==> config.mk <==
export PLATFORM = sky130hd
export DESIGN_NAME = sag_warn_monitor
export DESIGN_NICKNAME = d
export VERILOG_FILES = /design/src/rtl/sagmon_pkg.sv /design/src/rtl/sag_mag_cmp.sv /design/src/rtl/sag_cycle_detect.sv /design/src/rtl/fault_status.sv /design/src/rtl/sag_warn_monitor.sv
export SDC_FILE = /design/constraint.sdc
export NUM_CORES = 1
export LEC_CHECK = 0
export BUFFER_PORTS_ARGS = -buffer_cell sky130_fd_sc_hd__buf_2
export CAP_MARGIN = 25
export CORE_AREA = 2 2 53 50
export CTS_BUF_LIST = sky130_fd_sc_hd__clkbuf_2
export DETAILED_ROUTE_END_ITERATION = 6
export DIE_AREA = 0 0 55 52
export GPL_ROUTABILITY_DRIVEN = 0
export MAX_ROUTING_LAYER = met4
export PLACE_DENSITY_LB_ADDON = 0.3
export SYNTH_ARGS = -nofsm -noshare
export SYNTH_HDL_FRONTEND = slang
export SYNTH_SLANG_ARGS = --single-unit
export TNS_END_PERCENT = 1
==> constraint.sdc <==
create_clock -name clk -period 2.35 [get_ports clk]
set_input_delay 0.1175 -clock clk [delete_from_list [all_inputs] [get_ports clk]]
set_output_delay 0.1175 -clock clk [all_outputs]
set_load 0.03 [all_outputs]
==> src/rtl/sagmon_pkg.sv <==
package sagmon_pkg;

    typedef enum logic [1:0] {
        PH_EMPTY = 2'd0,
        PH_SEEK  = 2'd1,
        PH_TRACK = 2'd2
    } det_phase_e;

    localparam logic [1:0] CAL_FAULT = 2'b11;
    localparam logic [1:0] CAL_OK    = 2'b00;

    localparam int CLR_SAG_BIT = 0;
    localparam int CLR_CAL_BIT = 1;
    localparam int CLR_W       = 2;

    typedef struct packed {
        logic       sag;
        logic [1:0] cal;
    } fault_stat_t;

    function automatic logic rising_edge_of(input logic prev_neg, input logic cur_neg);
        return prev_neg & ~cur_neg;
    endfunction

endpackage

==> src/rtl/sag_mag_cmp.sv <==
module sag_mag_cmp #(
    parameter int SMP_W = 16
) (
    input  logic signed [SMP_W-1:0] smp,
    input  logic        [SMP_W-1:0] thresh,
    output logic                    is_neg,
    output logic                    below
);
    logic [SMP_W-1:0] mag;

    always_comb begin
        is_neg = smp[SMP_W-1];
        mag    = is_neg ? (~smp + 1'b1) : smp;
        below  = mag < thresh;
    end
endmodule

==> src/rtl/sag_cycle_detect.sv <==
module sag_cycle_detect
    import sagmon_pkg::*;
(
    input  logic clk,
    input  logic rst,
    input  logic vld,
    input  logic cur_neg,
    input  logic cur_below,
    output logic sag_evt
);
    det_phase_e phase;
    logic       prev_neg;
    logic       low_ok;
    logic       rise;

    always_comb begin
        rise    = rising_edge_of(prev_neg, cur_neg);
        sag_evt = vld && (phase == PH_TRACK) && rise && low_ok;
    end

    always_ff @(posedge clk) begin
        if (rst) begin
            phase    <= PH_EMPTY;
            prev_neg <= 1'b0;
            low_ok   <= 1'b0;
        end else if (vld) begin
            prev_neg <= cur_neg;
            case (phase)
                PH_EMPTY: phase <= PH_SEEK;
                PH_SEEK: begin
                    if (rise) begin
                        phase  <= PH_TRACK;
                        low_ok <= cur_below;
                    end
                end
                PH_TRACK: low_ok <= rise ? cur_below : (low_ok & cur_below);
                default:  phase <= PH_EMPTY;
            endcase
        end
    end


    invalid_hold_chk: assert property (@(posedge clk) disable iff (rst)
        !vld |=> ($stable(prev_neg) && $stable(low_ok) && $stable(phase)));


    no_early_sag_chk: assert property (@(posedge clk) disable iff (rst)
        (phase == PH_EMPTY) |=> !sag_evt);
endmodule

==> src/rtl/fault_status.sv <==
module fault_status
    import sagmon_pkg::*;
(
    input  logic              clk,
    input  logic              rst,
    input  logic              sag_evt,
    input  logic              cksum_err,
    input  logic [CLR_W-1:0]  clr_w1c,
    input  logic              sag_warn_en,
    output fault_stat_t       stat,
    output logic              warn,
    output logic              irq,
    output logic              meter_en
);
    logic cal_any;

    always_ff @(posedge clk) begin
        if (rst) begin
            stat.sag <= 1'b0;
            stat.cal <= CAL_OK;
        end else begin
            if (sag_evt)
                stat.sag <= 1'b1;
            else if (clr_w1c[CLR_SAG_BIT])
                stat.sag <= 1'b0;

            if (cksum_err)
                stat.cal <= CAL_FAULT;
            else if (clr_w1c[CLR_CAL_BIT])
                stat.cal <= CAL_OK;
        end
    end

    always_comb begin
        cal_any  = |stat.cal;
        irq      = cal_any;
        meter_en = ~cal_any;
        warn     = cal_any | (stat.sag & sag_warn_en);
    end


    cal_encoding_chk: assert property (@(posedge clk) disable iff (rst)
        (stat.cal == CAL_OK) || (stat.cal == CAL_FAULT));


    sag_clear_chk: assert property (@(posedge clk) disable iff (rst)
        (clr_w1c[CLR_SAG_BIT] && !sag_evt) |=> !stat.sag);


    sag_sticky_chk: assert property (@(posedge clk) disable iff (rst)
        (stat.sag && !clr_w1c[CLR_SAG_BIT]) |=> stat.sag);


    cal_sticky_chk: assert property (@(posedge clk) disable iff (rst)
        (cal_any && !clr_w1c[CLR_CAL_BIT]) |=> (stat.cal == CAL_FAULT));
endmodule

==> src/rtl/sag_warn_monitor.sv <==
module sag_warn_monitor
    import sagmon_pkg::*;
#(
    parameter int SMP_W = 16
) (
    input  logic                    clk,
    input  logic                    rst,
    input  logic                    smp_vld,
    input  logic signed [SMP_W-1:0] smp_data,
    input  logic        [SMP_W-1:0] sag_thresh,
    input  logic                    sag_warn_en,
    input  logic                    cksum_err,
    input  logic [1:0]              clr_w1c,
    output logic                    sag_status,
    output logic [1:0]              cal_status,
    output logic                    warn_out,
    output logic                    irq_out,
    output logic                    meter_en
);
    logic        s_neg;
    logic        s_below;
    logic        sag_evt;
    fault_stat_t stat;

    sag_mag_cmp #(.SMP_W(SMP_W)) u_cmp (
        .smp    (smp_data),
        .thresh (sag_thresh),
        .is_neg (s_neg),
        .below  (s_below)
    );

    sag_cycle_detect u_det (
        .clk       (clk),
        .rst       (rst),
        .vld       (smp_vld),
        .cur_neg   (s_neg),
        .cur_below (s_below),
        .sag_evt   (sag_evt)
    );

    fault_status u_stat (
        .clk         (clk),
        .rst         (rst),
        .sag_evt     (sag_evt),
        .cksum_err   (cksum_err),
        .clr_w1c     (clr_w1c),
        .sag_warn_en (sag_warn_en),
        .stat        (stat),
        .warn        (warn_out),
        .irq         (irq_out),
        .meter_en    (meter_en)
    );

    assign sag_status = stat.sag;
    assign cal_status = stat.cal;


    sag_latch_chk: assert property (@(posedge clk) disable iff (rst)
        sag_evt |=> sag_status);


    cksum_block_chk: assert property (@(posedge clk) disable iff (rst)
        cksum_err |=> (!meter_en && irq_out && warn_out && cal_status == 2'b11));
endmodule

# Word-level counts from Yosys, hierarchy flattened

Index checks and enable logic that the tools add are counted.

$add $sub $neg: 1
Order comparisons: 1
Equality and inequality tests: 3
Multiplexer cells: 10
Bitwise operators: 8
Reduce and logical (&&, ||, !) cells: 10

Operators with widths:

| kind                  | count |
|---|---|
| $add 16x1->16 const B | 1 |
| $lt 16x16->1          | 1 |
| $mux 16               | 1 |
| $not 16->16           | 1 |
| $mux 2                | 3 |
| $pmux 2 s3            | 1 |
| $reduce_and 3->1      | 2 |
| $reduce_bool 2->1     | 3 |
| $mux 1                | 4 |
| $and 1x1->1           | 3 |
| $logic_and 1x1->1     | 3 |
| $not 1->1             | 3 |
| $eq 2x1->1 const B    | 1 |
| $eq 2x2->1 const B    | 1 |
| $logic_not 2->1       | 1 |
| $ne 2x1->1 const B    | 1 |
| $pmux 1 s2            | 1 |
| $reduce_or 2->1       | 1 |
| $or 1x1->1            | 1 |

Register bits after elaboration: 7
Input bits: 39
Output and inout port bits: 6
Logic and storage cells: 38

# Logic depth before layout (Yosys ltp)

Gate-level depths: netlist of the first run.

Depth after elaboration: 7
Mapped depth: 11
Depth with buffers taken out: 11

# Hierarchy

Synthesis of the first run repeated with hierarchy kept, for this count alone.

Cell total of the unflattened synthesis: 135
Area total of the unflattened synthesis: 1018.5 um^2

Modules (own cells, without submodules):

| module           | instances | cells each | area each (um^2) |
|---|---|---|---|
| sag_mag_cmp      | 1         | 97         | 704.4 |
| sag_cycle_detect | 1         | 25         | 217.7 |
| fault_status     | 1         | 13         | 96.3 |

# Worst setup path before layout of the first run

OpenSTA, ideal clock, no wires.

Kind: input to register
Start: in smp_data[9]
End: reg u_det.low_ok
Setup time: 130 ps
Data arrival time: 2399 ps
Required time: 2220 ps
Slack: -179 ps
Cell stages on the path: 9
Buffers on the path: 0
Cells stage by stage: or4_4 -> or3_4 -> o31ai_4 -> xnor2_1 -> ha_1 -> nand4_1 -> or3_1 -> a2111oi_0 -> o31ai_1

Longest elaborated chain between the ends: 7
Elaborated cells between the ends (all ways): 8

RTL lines:

| item                 | line                   | text |
|---|---|---|
| start, declared      | sag_warn_monitor.sv:9  | `input logic signed [SMP_W-1:0] smp_data,` |
| $not 16->16          | sag_mag_cmp.sv:13      | `mag = is_neg ? (~smp + 1'b1) : smp;` |
| $add 16x1->16        | sag_mag_cmp.sv:13      |  |
| $mux 16 (*)          | sag_mag_cmp.sv:13      |  |
| $lt 16x16->1 (*)     | sag_mag_cmp.sv:14      | `below = mag < thresh;` |
| $and 1x1->1          | sag_cycle_detect.sv:36 | `PH_TRACK: low_ok <= rise ? cur_below : (low_ok & cur_below);` |
| $mux 1               | sag_cycle_detect.sv:36 |  |
| $pmux 1 s2 (*)       | sag_cycle_detect.sv:28 | `case (phase)` |
| end signal, assigned | sag_cycle_detect.sv:33 | `low_ok <= cur_below;` |
| end signal, assigned | sag_cycle_detect.sv:36 |  |
| end, declared        | sag_cycle_detect.sv:13 | `logic low_ok;` |

Every way passes the cells marked *; elsewhere a longest branch is shown, timed or not. The select of a mux whose other input is x is not followed.
A chain may end at the register's enable or synchronous reset.

# Final worst setup path of the first run

Ends and elaborated chain as after synthesis.

==> flow_summary.ini, run 1 <==
[setup_path]
crit_type = primary input to flop
cp_common_cell = or3_4
cpPeakStageDelay_ns = 0.53
r2r_slack_ns = 1.09
cp.arrival_ns = 2.46
cp-start-kind = primary input
reg2reg_depth = 3
crit_path_cell_trace = buf_6, or4_4, or3_4, o31ai_4, xnor2_1, ha_1, nand4_1, or3_4, a2111oi_4, o31ai_1
worstPathRequired_ns = 2.46
crit_path_end_kind = flop
cp.depth = 10
crit_fanout = 3
worst-path-buf-inv = 1
r2r-start = u_det.prev_neg
cp_slowest_cell = or4_4
rr_endpoint = u_det.phase[1]
path_delay_family = simple AND/OR/NAND/NOR gates

[synth]
ys_dominant_reg_cell = dfxtp_1
yosysSeqAreaShare_pct = 12.3
synth.area.top_cells = ha_1 20%, dfxtp_1 12%, xnor2_1 12%
synth-edff-count = 0
netlist_area_sq_um = 980
ys_seq_elements = 6
post_synth_num_cell_types = 35
async_flop_share_pct = 0
synth.most_common_cell = inv_1
yosys.area.top_type = ha_1
yosysWarnings = 0
synth_nets = 185
postSynthAreaPerCell_sq_um = 7.54
yosys-top-cells-count = 20 x inv_1, 16 x ha_1, 13 x xnor2_1
yosysTopAreaCellShare_pct = 20.4
syn_inst = 130

[sta]
setup_viol = 1
hold_violations = 0
slew_headroom_pct = 39.6
fmax_ghz = 0.425
final.setup.tns_ns = -0.00159
layout_min_cycle_time_ns = 2.35
rsz0062_at_grt = true
skew_ns = 0.00218
max_slew.worst_pin.slew_ns = 0.884
fin_ws_ns = -0.00159
fin_crit_sh_pct = 100
slew_violations = 0

[finish]
fillers = 242
drive_gt1_share_pct = 36.9
stdcell_count = 215
antenna_cells = 0
fin_nets = 244
syn_to_final_growth_pct = 40.1

[cts]
clock_path_buffers = 2
cts-root-buf = clkbuf_2
cts_buffers = 3
clk_latency_ns = 0.22
cts.htree.levels = 1
cts_tree = built
hold_buffers = 0
cts.sinks = 6
clk_pin_slew_worst_paths_ns = 0.06

[pwr]
power.clock.fraction_pct = 18.1
p_switching_mw = 0.152
internal_power_mw = 0.252
power_density_nw_per_um2 = 295
ir_drop_v = 0.000301
p_sw_share_pct = 37.6
leakagePower_nw = 0.695
combPwrFrac_pct = 54.3
p_seq_share_pct = 27.7

[min_path]
min_path_type = primary input to flop
whs_endpoint = u_stat.stat[0]
whs_path_depth = 3
hp-start = cksum_err

[die]
die_area_sq_um = 2860
start_util_pct = 41.9
die-width_um = 55
core_sq_um = 2340
num_rows = 17
die_y_um = 52
io-pin-count = 45

[grt]
grt_max_degree = 20
grt_pass1_wl_um = 3700
track_usage_pct = 17.3
grt_overflow_total = 0
antenna_found_initial = 0
first_global_vias = 997

[drt]
num_vias = 1088
drc = 0
ant_nets = 0
firstDrtPassIters = 4
finalWirelength_um = 2370
drtIter0Drc = 11
vias_per_cell = 5.06
wl_per_cell_um = 11.0

[placement]
dp_hpwl_um = 2000
pre_cts_slack_ns = -0.292
dp.cells = 210
portBuffers = 44

[job]
drv_cap = 0

[outcome]
violations = setup timing
outcome = finished with violations
-- kinds of logic (layout without fill, tap and decap cells) --
family                   Yosys count  after routing  synth area share (%)
AND/OR/NAND/NOR                   38             38                  21.7
AO/OA/AOI/OAI                     29             29                  20.7
buffers and inverters             25             82                  10.3
adder cells (fa/ha/maj)           16             16                  20.4
XOR/XNOR                          14             14                  12.5
flip-flops                         6              6                  12.3
multiplexers                       2              2                  2.04
-- layer usage --
metal	wire length (um)	vias up	GRT usage [%]
li1	-	574	-
met1	969	483	19.0
met2	1260	31	33.5
met3	135	0	2.59
met4	0	0	1.22
met5	0	-	-
-- worst max path at each step --
stage	startpoint	endpoint
2_1_floorplan	smp_data[9]	u_det.low_ok
3_3_place_gp	smp_data[9]	u_det.low_ok
3_5_place_dp	smp_data[9]	u_det.low_ok
4_1_cts	smp_data[9]	u_det.low_ok
5_1_grt	smp_data[9]	u_det.low_ok
6_report	smp_data[9]	u_det.low_ok
-- layout make-up --
type	count	area (sq um)	share of cell area, %
Inverter	20	75.1	5.47
Multi-Input combinational cell	99	782	57.0
Timing Repair Buffer	59	345	25.2
Sequential cell	6	120	8.75
Clock buffer	3	15.0	1.09
Tap cell	28	35.0	2.55
-- cell usage in the layout (no fill, tap or decap), drive strengths merged --
| cell | n |
|---|---|
| o41ai | 2 |
| nor4bb | 1 |
| nor4 | 1 |
| a31o | 1 |
| nor2 | 4 |
| nor3 | 2 |
| nand2b | 5 |
| ha | 16 |
| nand4 | 4 |
| a211oi | 1 |
| or3b | 1 |
| mux2i | 2 |
| a31oi | 1 |
| a21o | 1 |
| nand3b | 1 |
| clkbuf | 3 |
| buf | 59 |
| xnor2 | 13 |
| o31ai | 5 |
| or4 | 1 |
| a21oi | 7 |
| nor2b | 2 |
| inv | 20 |
| o21a | 1 |
| nand3 | 2 |
| o2111ai | 1 |
| nand2 | 11 |
| xor2 | 1 |
| or3 | 3 |
| a2111oi | 2 |
| o21ai | 7 |
| dfxtp | 6 |
-- power groups by stage --
stage	registers, mW	logic [mW]	clock network (mW)
after global placement	0.114	0.199	0
final	0.112	0.220	0.0731
after detailed placement	0.114	0.206	0
after global routing	0.113	0.248	0.0815
after floorplan	0.115	0.123	0
after CTS	0.112	0.216	0.0770
-- registers in the layout, summed over array words and instances, names as in the netlist --
name and flops:
u_det.low_ok 1, u_det.phase 2, u_det.prev_neg 1, u_stat.stat 2
-- through the flow --
step	instance area [sq um]	total power, mW	util (%)	hold WS, ns
2_1_floorplan	986	0.238	-	0.187
3_3_place_gp	1310	0.313	56.1	0.328
3_5_place_dp	1310	0.321	56.1	0.334
4_1_cts	1360	0.405	58.1	0.0938
5_1_grt	1370	0.443	58.7	0.108
6_report	1370	0.405	58.7	0.101
-- what timing repair did --
action,4_1_cts,5_1_grt
cloned,0,0
resized for setup,3,1
buffers inserted,1,1
endpoints found under the setup margin,1,1
pin swaps,2,1
-- worst reg2reg max path, cell delays in order, from the launching register on --
cell and delay (ns):
dfxtp_1 0.34, nor2b_1 0.26, or3b_2 0.48, a21oi_1 0.12
Note: power is estimated with default switching activity, not from simulation.
==> run 2: changes to the inputs <==
CORE_AREA = 2 2 47 49   (was 2 2 53 50)
DIE_AREA = 0 0 49 51   (was 0 0 55 52)
clock period = 2.79 ns   (was 2.35 ns; I/O delays follow)
==> flow_summary.ini, run 2 (synthesized netlist as in run 1, its figures left out) <==
[drt]
drc = 0
wl_per_cell_um = 11.2
firstDrtPassIters = 4
num_vias = 1029
ant_nets = 0
drtIter0Drc = 13
finalWirelength_um = 2230
vias_per_cell = 5.15

[sta]
rsz0062_at_grt = false
fin_crit_sh_pct = 92.6
fmax_ghz = 0.387
slew_violations = 0
setup_viol = 0
skew_ns = 0.00629
slew_headroom_pct = 66.4
max_slew.worst_pin.slew_ns = 0.491
layout_min_cycle_time_ns = 2.58
hold_violations = 0

[die]
core_sq_um = 2060
die-width_um = 49
die_y_um = 51
start_util_pct = 47.5
die_area_sq_um = 2500
io-pin-count = 45
num_rows = 17

[finish]
layout_commonest_cell = buf_2
syn_to_final_growth_pct = 24.9
stdcell_count = 200
drive_gt1_share_pct = 30.2
final_cell_mix = 44 x buf_2, 20 x inv_1, 16 x ha_1
finish.instance_area_sq_um = 1220
fin_nets = 229
antenna_cells = 0
reg_top3 = u_det.phase (2), u_stat.stat (2)

[cts]
cts.sinks = 6
postCtsSetupRepairBufs = 0
clk_pin_slew_worst_paths_ns = 0.06
cts.htree.levels = 1
cts-resized-gates = 0
cts_buffers = 3
cts_tree = built
clock_path_buffers = 2
clk_latency_ns = 0.22
cts-root-buf = clkbuf_2
hold_buffers = 0

[placement]
dp_hpwl_um = 1960
placed_area_sq_um = 1210
dp.cells = 197
portBuffers = 44

[setup_path]
cp_slowest_cell = or4_4
crit_path_end_kind = flop
worstPathRequired_ns = 2.88
crit_type = primary input to flop
crit_fanout = 3
cp.arrival_ns = 2.68
cp-start-kind = primary input
crit_path_cell_trace = buf_2, or4_4, or3_4, o31ai_4, xnor2_1, ha_1, nand4_1, or3_1, a2111oi_0, o31ai_1
r2r_slack_ns = 1.53
cpPeakStageDelay_ns = 0.54

[grt]
grt_max_degree = 20
track_usage_pct = 19.0
grt_pass1_wl_um = 3660
antenna_found_initial = 0
first_global_vias = 929
grt_overflow_total = 0

[pwr]
p_switching_mw = 0.120
p_seq_share_pct = 30.0
internal_power_mw = 0.195
ir_drop_v = 0.000125
p_sw_share_pct = 38.2
leakagePower_nw = 0.618
power.clock.fraction_pct = 19.3
power_density_nw_per_um2 = 257
combPwrFrac_pct = 50.7

[min_path]
min_path_type = primary input to flop

[outcome]
outcome = complete, no violations

[job]
drv_cap = 0
==> run 2: cell count changes in the layout (fill, tap and decap cells not counted) <==
cell and delta:
or3_4 -1, or3_1 +1, buf_4 -15, buf_6 -2, a2111oi_0 +1, buf_2 +2, a2111oi_4 -1
==> run 2: layout make-up <==
type | count | area, sq um
Multi-Input combinational cell | 99 | 758
Fill cell | 221 | 840
Sequential cell | 6 | 120
Clock buffer | 3 | 15.0
Inverter | 20 | 75.1
Tap cell | 28 | 35.0
Timing Repair Buffer | 44 | 220
==> run 2: power by group through the flow <==
stage / sequential, mW / clock, mW / combinational (mW)
finish: 0.0946 / 0.0607 / 0.160
global route: 0.0954 / 0.0697 / 0.180
CTS: 0.0945 / 0.0643 / 0.161
detailed placement: 0.0965 / 0 / 0.160
global placement: 0.0958 / 0 / 0.153
floorplan: 0.0972 / 0 / 0.102
==> run 2: through the flow <==
| step | setup WS [ns] | hold WS, ns | power (mW) | util, % | TNS, ns |
|---|---|---|---|---|---|
| after floorplan | 0.239 | 0.209 | 0.199 | - | 0 |
| after global placement | 0.0585 | 0.352 | 0.249 | 58.6 | 0 |
| after detailed placement | -0.0372 | 0.372 | 0.257 | 58.6 | -0.0372 |
| after CTS | 0.201 | 0.136 | 0.320 | 59.3 | 0 |
| after global routing | 0.0401 | 0.150 | 0.346 | 59.3 | 0 |
| final | 0.205 | 0.137 | 0.315 | 59.3 | 0 |
==> run 2: worst paths after layout <==
path,startpoint,end,depth (start not counted)
worst max-delay path,smp_data[9],u_det.low_ok,10
worst min-delay path,cksum_err,u_stat.stat[0],3
worst max register to register,u_det.phase[0],u_det.low_ok,4
worst min register to register,u_stat.stat[2],u_stat.stat[2],2
==> run 2: critical path: cells and delay by family <==
family / cells / cell delay (ns)
AOI/OAI and AO/OA: 3 / 0.60
and+or+nand+nor: 4 / 1.42
adders and majority gates: 1 / 0.30
xor gates and xnor gates: 1 / 0.09
buffers and inverters: 1 / 0.12
==> run 2: routing by layer <==
layer / part of all wire (%) / track usage, % / vias up
li1: - / - / 539
met1: 43 / 20.6 / 460
met2: 53 / 35.8 / 28
met3: 3.3 / 1.75 / 2
met4: 0.94 / 7.62 / 0
met5: 0 / - / -
==> run 3: changes to the inputs <==
CTS_BUF_LIST = sky130_fd_sc_hd__clkbuf_8   (was sky130_fd_sc_hd__clkbuf_2)
SKIP_CTS_REPAIR_TIMING = 1   (was unset)
==> flow_summary.ini, run 3 (synthesized netlist as in run 1, its figures left out) <==
[placement]
portBuffers = 44
placed_area_sq_um = 1210
dp_hpwl_um = 1960
pre_cts_slack_ns = -0.0372

[sta]
slew_violations = 0
fmax_ghz = 0.387
layout_min_cycle_time_ns = 2.58
setup_viol = 0
hold_violations = 0
skew_ns = 0.00253
rsz0062_at_grt = false
max_slew.worst_pin.slew_ns = 0.650
slew_headroom_pct = 55.5
fin_ws_ns = 0.207
final.setup.tns_ns = 0
fin_crit_sh_pct = 92.6

[setup_path]
rr_endpoint = u_det.low_ok
reg2reg_depth = 4
worstPathRequired_ns = 2.88
crit_fanout = 3
worst-path-buf-inv = 1
cpPeakStageDelay_ns = 0.54
cp-start-kind = primary input
crit_path_end_kind = flop
cp_slowest_cell = or4_4
crit_type = primary input to flop
crit_path_cell_trace = buf_2, or4_4, or3_4, o31ai_4, xnor2_1, ha_1, nand4_1, or3_1, a2111oi_0, o31ai_1
r2r_slack_ns = 1.53
r2r-start = u_det.phase[0]
cp.arrival_ns = 2.68
path_delay_family = simple AND/OR/NAND/NOR gates

[die]
die_y_um = 51
io-pin-count = 45
die_area_sq_um = 2500
core_sq_um = 2060
num_rows = 17
start_util_pct = 47.5
die-width_um = 49

[finish]
drive_gt1_share_pct = 30.2
reg_top3 = u_det.phase (2), u_stat.stat (2)
final_cell_mix = 44 x buf_2, 20 x inv_1, 16 x ha_1
layout_commonest_cell = buf_2
antenna_cells = 0
finish.instance_area_sq_um = 1250
syn_to_final_growth_pct = 27.6
fin_nets = 229

[grt]
grt_pass1_wl_um = 3660
antenna_found_initial = 0
track_usage_pct = 19.2
first_global_vias = 935
grt_overflow_total = 0
grt_max_degree = 20

[drt]
finalWirelength_um = 2250
wl_per_cell_um = 11.2
num_vias = 1042
drtIter0Drc = 12
drc = 0
vias_per_cell = 5.21
ant_nets = 0
firstDrtPassIters = 4

[pwr]
power_mw = 0.386
ir_drop_v = 0.000291
power_density_nw_per_um2 = 308
leakagePower_nw = 0.627

[cts]
clk_pin_slew_worst_paths_ns = 0.03
clk_latency_ns = 0.22
clock_path_buffers = 2
cts_tree = built
cts.htree.levels = 1
cts.sinks = 6
cts_buffers = 3
cts-root-buf = clkbuf_8

[min_path]
hp-start = cksum_err
whs_endpoint = u_stat.stat[0]
whs_path_depth = 3
min_path_type = primary input to flop

[outcome]
outcome = complete, no violations

[job]
drv_cap = 0
run 3: cell counts in the layout (fill, tap and decap cells not counted):
Identical to the previous run, type by type.
run 3: area by class of cell:
| class | count | area (sq um) |
|---|---|---|
| fillers | 218 | 813 |
| multi-input cells | 99 | 758 |
| repair buffers | 44 | 220 |
| flip-flops and latches | 6 | 120 |
| inverters | 20 | 75.1 |
| clock buffers | 3 | 41.3 |
| well taps | 28 | 35.0 |
run 3: worst register-to-register path: cells and delay by family, from the launching register on:
family / cells / cell delay, ns
xor gates and xnor gates: 1 / 0.20
DFF: 1 / 0.43
AOI/OAI and AO/OA: 3 / 0.53
run 3: worst max-delay path by stage:
stage	from	endpoint	cells past startpoint
final	smp_data[9]	u_det.low_ok	10
after global routing	smp_data[9]	u_det.low_ok	10
after CTS	smp_data[9]	u_det.low_ok	10
after detailed placement	smp_data[9]	u_det.low_ok	10
after global placement	smp_data[9]	u_det.low_ok	10
after floorplan	smp_data[9]	u_det.low_ok	9
run 3: stage by stage:
stage                     instances  hold WS [ns]  util [%]
after global placement          197         0.352      58.6
after floorplan                 130         0.209         -
after CTS                       200         0.142      60.6
after global routing            200         0.165      60.6
after detailed placement        197         0.372      58.6
final                           200         0.133      60.6
run 3: power by group:
| group | internal (mW) | switching (mW) | total, mW |
|---|---|---|---|
| logic | 0.0753 | 0.0846 | 0.160 |
| registers | 0.0906 | 0.00470 | 0.0953 |
| clock network | 0.0927 | 0.0376 | 0.130 |
| total | 0.259 | 0.127 | 0.386 |
run 3: layer usage:
| metal | GRT usage, % | up-vias | part of all wire (%) |
|---|---|---|---|
| li1 | - | 538 | - |
| met1 | 20.4 | 463 | 42 |
| met2 | 34.9 | 33 | 51 |
| met3 | 2.05 | 8 | 4.1 |
| met4 | 11.0 | 0 | 3.4 |
| met5 | - | - | 0 |
